**src/rtl/xch_pkg.sv**
```systemverilog
package xch_pkg;

  // Strobes from control to datapath, all active high
  typedef struct packed {
    logic ldB1Front;  // B1 front stage load
    logic ldWide;     // B1 back stage and B2 register load
    logic ldA1;       // B1-side capture load
    logic ldA2;       // B2-side capture load
    logic selB2;      // registered select
    logic driveA;     // registered A drive enable
    logic driveB;     // registered B drive enable
  } xch_strobe_t;

endpackage

```
**src/rtl/xch_reg.sv**
```systemverilog
module xch_reg #(
  parameter int W = 12
) (
  input  logic         clk,
  input  logic         rst,
  input  logic         load,
  input  logic [W-1:0] d,
  output logic [W-1:0] q
);

  always_ff @(posedge clk) begin
    if (rst)       q <= '0;
    else if (load) q <= d;
  end

endmodule

```
**src/rtl/xch_ctrl.sv**
```systemverilog
module xch_ctrl
  import xch_pkg::*;
(
  input  logic        clk,
  input  logic        rst,
  input  logic        ceB1Neg,
  input  logic        ceB2Neg,
  input  logic        ceA1Neg,
  input  logic        ceA2Neg,
  input  logic        selB2,
  input  logic        oeANeg,
  input  logic        oeBNeg,
  output xch_strobe_t strobe
);

  logic selReg;
  logic oeAReg;
  logic oeBReg;

  always_ff @(posedge clk) begin
    if (rst) begin
      selReg <= 1'b0;
      oeAReg <= 1'b1;
      oeBReg <= 1'b1;
    end else begin
      selReg <= selB2;
      oeAReg <= oeANeg;
      oeBReg <= oeBNeg;
    end
  end

  always_comb begin
    strobe.ldB1Front = ~ceB1Neg;
    strobe.ldWide    = ~ceB2Neg;
    strobe.ldA1      = ~ceA1Neg;
    strobe.ldA2      = ~ceA2Neg;
    strobe.selB2     = selReg;
    strobe.driveA    = ~oeAReg;
    strobe.driveB    = ~oeBReg;
  end

  // reset disables both drivers
  a_r1_reset_off: assert property (@(posedge clk) rst |=> (!strobe.driveA && !strobe.driveB));

  // drive enables follow the sampled output enables one edge later
  a_r7_drive_a: assert property (@(posedge clk) disable iff (rst)
    1'b1 |=> (strobe.driveA == !$past(oeANeg)));
  a_r7_drive_b: assert property (@(posedge clk) disable iff (rst)
    1'b1 |=> (strobe.driveB == !$past(oeBNeg)));

  // select is taken at the edge
  a_r6_sel_reg: assert property (@(posedge clk) disable iff (rst)
    1'b1 |=> (strobe.selB2 == $past(selB2)));

endmodule

```
**src/rtl/xch_datapath.sv**
```systemverilog
module xch_datapath
  import xch_pkg::*;
#(
  parameter int WORD_W = 12
) (
  input  logic              clk,
  input  logic              rst,
  input  xch_strobe_t       strobe,
  input  logic [WORD_W-1:0] aIn,
  input  logic [WORD_W-1:0] b1In,
  input  logic [WORD_W-1:0] b2In,
  output logic [WORD_W-1:0] aOut,
  output logic [WORD_W-1:0] b1Out,
  output logic [WORD_W-1:0] b2Out
);

  localparam int LANES = 2;

  logic [WORD_W-1:0] b1Front;
  logic [WORD_W-1:0] capIn   [LANES];
  logic [WORD_W-1:0] capQ    [LANES];
  logic              capLoad [LANES];

  // Narrow-to-wide: B1 has two stages, B2 has one
  xch_reg #(.W(WORD_W)) uB1Front (
    .clk(clk), .rst(rst), .load(strobe.ldB1Front), .d(aIn), .q(b1Front)
  );
  xch_reg #(.W(WORD_W)) uB1Back (
    .clk(clk), .rst(rst), .load(strobe.ldWide), .d(b1Front), .q(b1Out)
  );
  xch_reg #(.W(WORD_W)) uB2 (
    .clk(clk), .rst(rst), .load(strobe.ldWide), .d(aIn), .q(b2Out)
  );

  // Wide-to-narrow: one capture register per B lane
  always_comb begin
    capIn[0]   = b1In;
    capIn[1]   = b2In;
    capLoad[0] = strobe.ldA1;
    capLoad[1] = strobe.ldA2;
  end

  for (genvar g = 0; g < LANES; g++) begin : gCap
    xch_reg #(.W(WORD_W)) uCap (
      .clk(clk), .rst(rst), .load(capLoad[g]), .d(capIn[g]), .q(capQ[g])
    );
  end

  assign aOut = strobe.selB2 ? capQ[1] : capQ[0];

  // front stage captures the narrow word
  a_r2_front_load: assert property (@(posedge clk) disable iff (rst)
    strobe.ldB1Front |=> (b1Front == $past(aIn)));

  // wide load shifts front to B1 and takes A to B2
  a_r3_wide_shift: assert property (@(posedge clk) disable iff (rst)
    strobe.ldWide |=> (b1Out == $past(b1Front) && b2Out == $past(aIn)));
  a_r3_wide_hold: assert property (@(posedge clk) disable iff (rst)
    !strobe.ldWide |=> ($stable(b1Out) && $stable(b2Out)));

  // capture registers hold without their enable
  a_r5_cap_hold: assert property (@(posedge clk) disable iff (rst)
    (!strobe.ldA1 && !strobe.ldA2) |=> ($stable(capQ[0]) && $stable(capQ[1])));

  // reset clears the wide outputs
  a_r1_reset_clear: assert property (@(posedge clk) rst |=> (b1Out == '0 && b2Out == '0));

endmodule

```
**src/rtl/nw_bus_exchanger.sv**
```systemverilog
module nw_bus_exchanger
  import xch_pkg::*;
#(
  parameter int WORD_W = 12
) (
  input  logic              clk,
  input  logic              rst,
  input  logic [WORD_W-1:0] aIn,
  input  logic [WORD_W-1:0] b1In,
  input  logic [WORD_W-1:0] b2In,
  input  logic              ceB1Neg,
  input  logic              ceB2Neg,
  input  logic              ceA1Neg,
  input  logic              ceA2Neg,
  input  logic              selB2,
  input  logic              oeANeg,
  input  logic              oeBNeg,
  output logic [WORD_W-1:0] aOut,
  output logic              aDrive,
  output logic [WORD_W-1:0] b1Out,
  output logic [WORD_W-1:0] b2Out,
  output logic              bDrive
);

  xch_strobe_t strobe;

  xch_ctrl uCtrl (
    .clk(clk), .rst(rst),
    .ceB1Neg(ceB1Neg), .ceB2Neg(ceB2Neg), .ceA1Neg(ceA1Neg), .ceA2Neg(ceA2Neg),
    .selB2(selB2), .oeANeg(oeANeg), .oeBNeg(oeBNeg),
    .strobe(strobe)
  );

  xch_datapath #(.WORD_W(WORD_W)) uData (
    .clk(clk), .rst(rst), .strobe(strobe),
    .aIn(aIn), .b1In(b1In), .b2In(b2In),
    .aOut(aOut), .b1Out(b1Out), .b2Out(b2Out)
  );

  assign aDrive = strobe.driveA;
  assign bDrive = strobe.driveB;

endmodule

```
**config.mk**
```make
export PLATFORM = sky130hd
export DESIGN_NAME = nw_bus_exchanger
export DESIGN_NICKNAME = d
export VERILOG_FILES = /design/src/rtl/xch_pkg.sv /design/src/rtl/xch_reg.sv /design/src/rtl/xch_ctrl.sv /design/src/rtl/xch_datapath.sv /design/src/rtl/nw_bus_exchanger.sv
export SDC_FILE = /design/constraint.sdc
export NUM_CORES = 1
export LEC_CHECK = 0
export BUFFER_PORTS_ARGS = -buffer_cell sky130_fd_sc_hd__buf_2
export CAP_MARGIN = 10
export CELL_PAD_IN_SITES_DETAIL_PLACEMENT = 1
export CELL_PAD_IN_SITES_GLOBAL_PLACEMENT = 1
export CORE_ASPECT_RATIO = 0.7
export CORE_MARGIN = 3
export CORE_UTILIZATION = 37
export CTS_CLUSTER_SIZE = 12
export DETAILED_ROUTE_END_ITERATION = 6
export PLACE_DENSITY_LB_ADDON = 0.1
export SLEW_MARGIN = 20
export SYNTH_ARGS = -nofsm -noshare
export SYNTH_HDL_FRONTEND = slang
export SYNTH_SLANG_ARGS = --single-unit
export TNS_END_PERCENT = 50
```
**constraint.sdc**
```tcl
create_clock -name clk -period 1.07 [get_ports clk]
set_input_delay 0.107 -clock clk [delete_from_list [all_inputs] [get_ports clk]]
set_output_delay 0.107 -clock clk [all_outputs]
set_load 0.03 [all_outputs]
```
==> results.json, run 1 <==
{
  "cap_violations": 0,
  "nets": 353,
  "violations": "setup timing",
  "synth_nets": 259,
  "cts_tree": "done",
  "final.fill_count": 677,
  "setup_violations": 12,
  "ys_seq_area_share_pct": 53.0,
  "dp_hpwl_mm": 3.91,
  "p_int_mw": 4.03,
  "port_buffers": 82,
  "ys_warn_count": 0,
  "cp_max_fo": 6,
  "antenna_cells": 0,
  "worst_setup_path_end_kind": "output port",
  "drive_above_1_share_pct": 38.5,
  "post_cts_buffers": 0,
  "grt_pass1_vias": 1848,
  "final_common_cell": "buf_2",
  "syn_inst": 214,
  "crit_required_ns": 0.96,
  "die_h_um": 73.1,
  "num_rows": 23,
  "pwr-share-comb_pct": 14.9,
  "post_drt_wl_per_cell_um": 14.4,
  "fmax_mhz": 707,
  "clkLatencyLatePin_ns": 0.32,
  "final_cell_mix": "69 x buf_2, 62 x dfxtp_1, 60 x mux2i_1, 60 x nor2_1",
  "io_pins": 83,
  "synth_area_um2": 2380,
  "drc": 0,
  "dp_slack_ns": -0.0503,
  "layout_setup_ws_ns": -0.343,
  "routed_wl_mm": 5.59,
  "grt_pass1_wl_mm": 8.75,
  "p_leak_nw": 1.66,
  "seqCellArea_um2": 1260,
  "hold_class": "in2reg",
  "clk_pin_slew_ns": 0.07,
  "p_clk_share_pct": 37.6,
  "root_buffer": "clkbuf_8",
  "finalSetupTns_ns": -3.90,
  "whs_ns": 0.0213,
  "ant_nets": 0,
  "overflow": 0,
  "die-area_um2": 7450,
  "cts.sinks": 63,
  "clock_path_buffers": 2,
  "skew_ns": 0.00629,
  "rsz0062_at_grt": "true",
  "synth_area_per_cell_um2": 11.1,
  "grt_max_degree": 26,
  "numCtsBuffers": 9,
  "ys_ff_latch": 63,
  "crit_path_cell_trace": "clkbuf_16, mux2_4, buf_6",
  "timing.final.crit_share_pct": 132,
  "vias": 1796,
  "tightestPinTransition_ns": 0.390,
  "slew_viol_final": 0,
  "switchingPower_mw": 1.33,
  "die_x_um": 102,
  "cp_slowest_stage_delay_ns": 0.38,
  "area_growth_syn_to_layout_pct": 36.5,
  "seqPwrFrac_pct": 47.4,
  "postLayoutCoreUtil_pct": 54.5,
  "routed_via_density": 4.64,
  "multi_input_area_um2": 1020,
  "drt_iter0_drc": 36,
  "coreArea_um2": 5960,
  "critPathLaunchType": "flip-flop",
  "gp_congestion": 0.694,
  "critPathSlowestCell": "dfxtp_4",
  "p_per_area_nw_per_um2": 1650,
  "outcome": "finished with violations",
  "p_sw_share_pct": 24.8,
  "period_minus_slack_ns": 1.41,
  "maxSlewHeadroom_pct": 74.0,
  "first_pass_iters": 4,
  "start_util_pct": 39.9,
  "yosysUniqueCellTypes": 10,
  "crit_type": "reg2out",
  "critPathArrivalTime_ns": 1.31,
  "antenna_found_initial": 0,
  "hold_viol_final": 0,
  "h-tree-depth": 3,
  "worst_ir_drop_vdd_uv": 864,
  "grt_usage_pct": 15.4
}
==> cell usage after synthesis <==
cell type  number  share of area, %
dfxtp_1        63                53
mux2i_1        60                25
nor2_1         60               9.5
mux2_2         12               5.7
buf_2           7               1.5
buf_6           5               2.4
buf_12          2               1.7
inv_1           2              0.32
or2_2           2              0.53
nor2b_1         1              0.26
==> what timing repair did <==
| action | 4_1_cts | 5_1_grt |
|---|---|---|
| hold buffers | 7 | 0 |
| hold endpoints to repair | 7 | 0 |
| endpoints found under the setup margin | 12 | 13 |
| resized for setup | 25 | 14 |
| gates cloned | 0 | 1 |
==> per-layer routing <==
layer / GRT usage (%) / vias up / share of wire (%)
li1: - / 897 / -
met1: 19.1 / 846 / 47
met2: 24.3 / 51 / 46
met3: 6.69 / 2 / 5.9
met4: 4.37 / 0 / 0.30
met5: 0 / - / 0
==> worst max-delay path, delay by kind of cell, from the launching register on <==
| family | cells | cell delay [ns] |
|---|---|---|
| flip-flops | 1 | 0.38 |
| multiplexers | 1 | 0.31 |
| buffers and inverters | 2 | 0.30 |
==> state kept, by name, summed over array words and instances (netlist names) <==
signal / cells
uData.uB1Back.q: 12
uData.uB2.q: 12
uCtrl.selReg: 1
uData.gCap.uCap.q: 24
uCtrl.oeAReg: 1
uCtrl.oeBReg: 1
uData.uB1Front.q: 12
==> layout make-up <==
type	count	area share, %
multi-input cells	135	31.5
well taps	75	2.89
flip-flops and latches	63	38.9
inverters	2	0.231
clock inverters	4	1.39
repair buffers	97	20.3
clock buffers	11	4.66
==> power by group through the flow <==
stage                     registers (mW)  clock network (mW)  logic [mW]
after floorplan                     2.66                   0       0.410
after global placement              2.59                   0       0.688
after detailed placement            2.59                   0       0.704
after CTS                           2.54                2.10       0.775
after global routing                2.56                2.20       0.865
final                               2.54                2.01       0.800
==> logic make-up (layout without fill, tap and decap cells) <==
kind of cell / count (synthesis) / count (layout) / share of synthesized area, %
simple gates: 63 / 63 / 10.3
buf+inv: 16 / 114 / 5.84
flops: 63 / 63 / 53.0
mux: 72 / 72 / 30.9
==> worst paths after layout <==
kind                           start                        to  slack [ns]  depth (start not counted)
max                     uCtrl.selReg                   aOut[6]       -0.34                          3
min reg2reg      uData.uB1Front.q[0]        uData.uB1Back.q[0]        0.49                          2
min                         b2In[11]  uData.gCap[1].uCap.q[11]        0.02                          3
max reg2reg  uData.gCap[0].uCap.q[0]   uData.gCap[0].uCap.q[0]        0.41                          2
==> metrics by stage <==
stage / power, mW / area [um2] / instances
2_1_floorplan: 3.07 / 2380 / 214
3_3_place_gp: 3.27 / 2830 / 364
3_5_place_dp: 3.30 / 2830 / 364
4_1_cts: 5.41 / 3170 / 386
5_1_grt: 5.62 / 3250 / 387
6_report: 5.36 / 3250 / 387
Power figures use the tool's default switching activity.
==> run 2: changes to the inputs <==
==> constraint.sdc (replaced) <==
create_clock -name clk -period 1.07 [get_ports clk]
set_input_delay 0.214 -clock clk [delete_from_list [all_inputs] [get_ports clk]]
set_output_delay 0.214 -clock clk [all_outputs]
set_load 0.03 [all_outputs]
==> results.json, run 2 (same netlist as run 1, synthesis figures left out) <==
{
  "timing.final.crit_share_pct": 142,
  "grt_usage_pct": 16.7,
  "first_pass_iters": 4,
  "holdPathStages": 2,
  "rsz0062_at_grt": "true",
  "drt_iter0_drc": 23,
  "regMostFlops": "uData.gCap.uCap.q",
  "worst_setup_path_end_kind": "output port",
  "critPathSlowestCell": "dfxtp_4",
  "largest_register_ffs": 24,
  "outcome": "finished with violations",
  "root_buffer": "clkbuf_8",
  "violations": "setup timing",
  "antenna_cells": 0,
  "port_buffers": 82,
  "critPathArrivalTime_ns": 1.30,
  "maxSlewHeadroom_pct": 74.4,
  "coreArea_um2": 5960,
  "clk_pin_slew_ns": 0.07,
  "grt_max_degree": 18,
  "io_pins": 83,
  "dp.cells": 366,
  "ant_nets": 0,
  "drc": 0,
  "worst_ir_drop_vdd_uv": 867,
  "dp_hpwl_mm": 4.09,
  "antenna_found_initial": 0,
  "setup_violations": 12,
  "routed_wl_mm": 5.93,
  "die_x_um": 102,
  "final_area_um2": 3420,
  "layout_setup_ws_ns": -0.448,
  "postCtsHoldBufs": 0,
  "critPathLaunchType": "flip-flop",
  "dpl_cell_area_um2": 2880,
  "vias": 1787,
  "p_per_area_nw_per_um2": 1600,
  "die-area_um2": 7450,
  "drive_above_1_share_pct": 47.2,
  "crit_path_cell_trace": "clkbuf_16, mux2_4, buf_6",
  "die_h_um": 73.1,
  "post_drt_wl_per_cell_um": 15.5,
  "area_growth_syn_to_layout_pct": 43.7,
  "crit_required_ns": 0.86,
  "nets": 349,
  "numCtsBuffers": 9,
  "final.fill_count": 632,
  "slew_viol_final": 0,
  "p_leak_nw": 1.68,
  "grt_pass1_wl_mm": 9.45,
  "skew_ns": 0.00626,
  "cts.sinks": 63,
  "grt_pass1_vias": 1918,
  "gp_congestion": 0.686,
  "fmax_mhz": 659,
  "hold_class": "in2reg",
  "tightestPinTransition_ns": 0.384,
  "whs_ns": 0.0624,
  "crit_type": "reg2out",
  "hold_viol_final": 0,
  "cp_max_fo": 6,
  "h-tree-depth": 3,
  "num_rows": 23,
  "fin_cells": 384,
  "clkLatencyLatePin_ns": 0.33,
  "clock_path_buffers": 2,
  "start_util_pct": 39.9,
  "cap_violations": 0,
  "overflow": 0,
  "final_cell_mix": "60 x mux2i_1, 60 x nor2_1, 44 x buf_2, 40 x dfxtp_1, 36 x buf_6",
  "cts_tree": "done",
  "total_power_mw": 5.46,
  "routed_via_density": 4.65,
  "period_minus_slack_ns": 1.52,
  "cp_slowest_stage_delay_ns": 0.37,
  "r2r_cells": 3
}
[run 2: cell types whose count changed in the layout (fill, tap and decap cells not counted), moves of 2 or more]
cell           before  now
buf_2              69   44
buf_6              12   36
dfxtp_1            62   40
dfxtp_2             0   22
dlygate4sd3_1       7    0
buf_12              2    5
buf_4               5    7
clkinvlp_4          0    2
[run 2: critical path: cells and delay by family, from the launching register on]
family                 cells  cell delay, ns
multiplexers               1            0.30
flip-flops                 1            0.37
buffers and inverters      2            0.30
[run 2: path summary, 6_finish.rpt]
check | startpoint | end | slack [ns]
setup / recovery | uCtrl.selReg | aOut[10] | -0.45
setup reg to reg | uData.uB1Back.q[2] | uData.uB1Back.q[2] | 0.34
hold / removal | oeANeg | uCtrl.oeAReg | 0.06
hold reg to reg | uData.uB1Front.q[3] | uData.uB1Back.q[3] | 0.49
[run 2: layer usage]
metal  global-route usage, %  share of wire [%]
met1                    20.7                 48
met5                       0                  0
met4                    3.93               0.76
met3                    7.07                5.7
met2                    27.1                 46
[run 2: power by group]
part / internal [mW] / total (mW) / switching (mW)
clock: 1.13 / 2.04 / 0.913
sequential: 2.48 / 2.56 / 0.0793
combinational: 0.432 / 0.861 / 0.430
[run 2: cell type report]
cell class / count / area (um2) / area share, %
sequential: 63 / 1290 / 37.8
timing repair buffer: 93 / 803 / 23.5
multi-input combinational: 135 / 1020 / 30.0
clock inverter: 6 / 60.1 / 1.76
inverter: 2 / 7.51 / 0.220
clock buffer: 10 / 138 / 4.02
tap: 75 / 93.8 / 2.74
[run 2: per-stage QoR]
stage               util (%)  setup TNS, ns  setup slack, ns
floorplan                  -         -0.533          -0.0533
global placement        48.4          -1.51           -0.127
detailed placement      48.4          -1.68           -0.161
CTS                     55.0          -5.68           -0.494
global route            57.4          -6.00           -0.506
finish                  57.4          -5.22           -0.448
[run 2: what timing repair did]
item | in CTS | in global routing
resized for setup | 70 | 40
setup endpoints to repair | 38 | 33
cloned | 0 | 1
setup buffers | 0 | 1
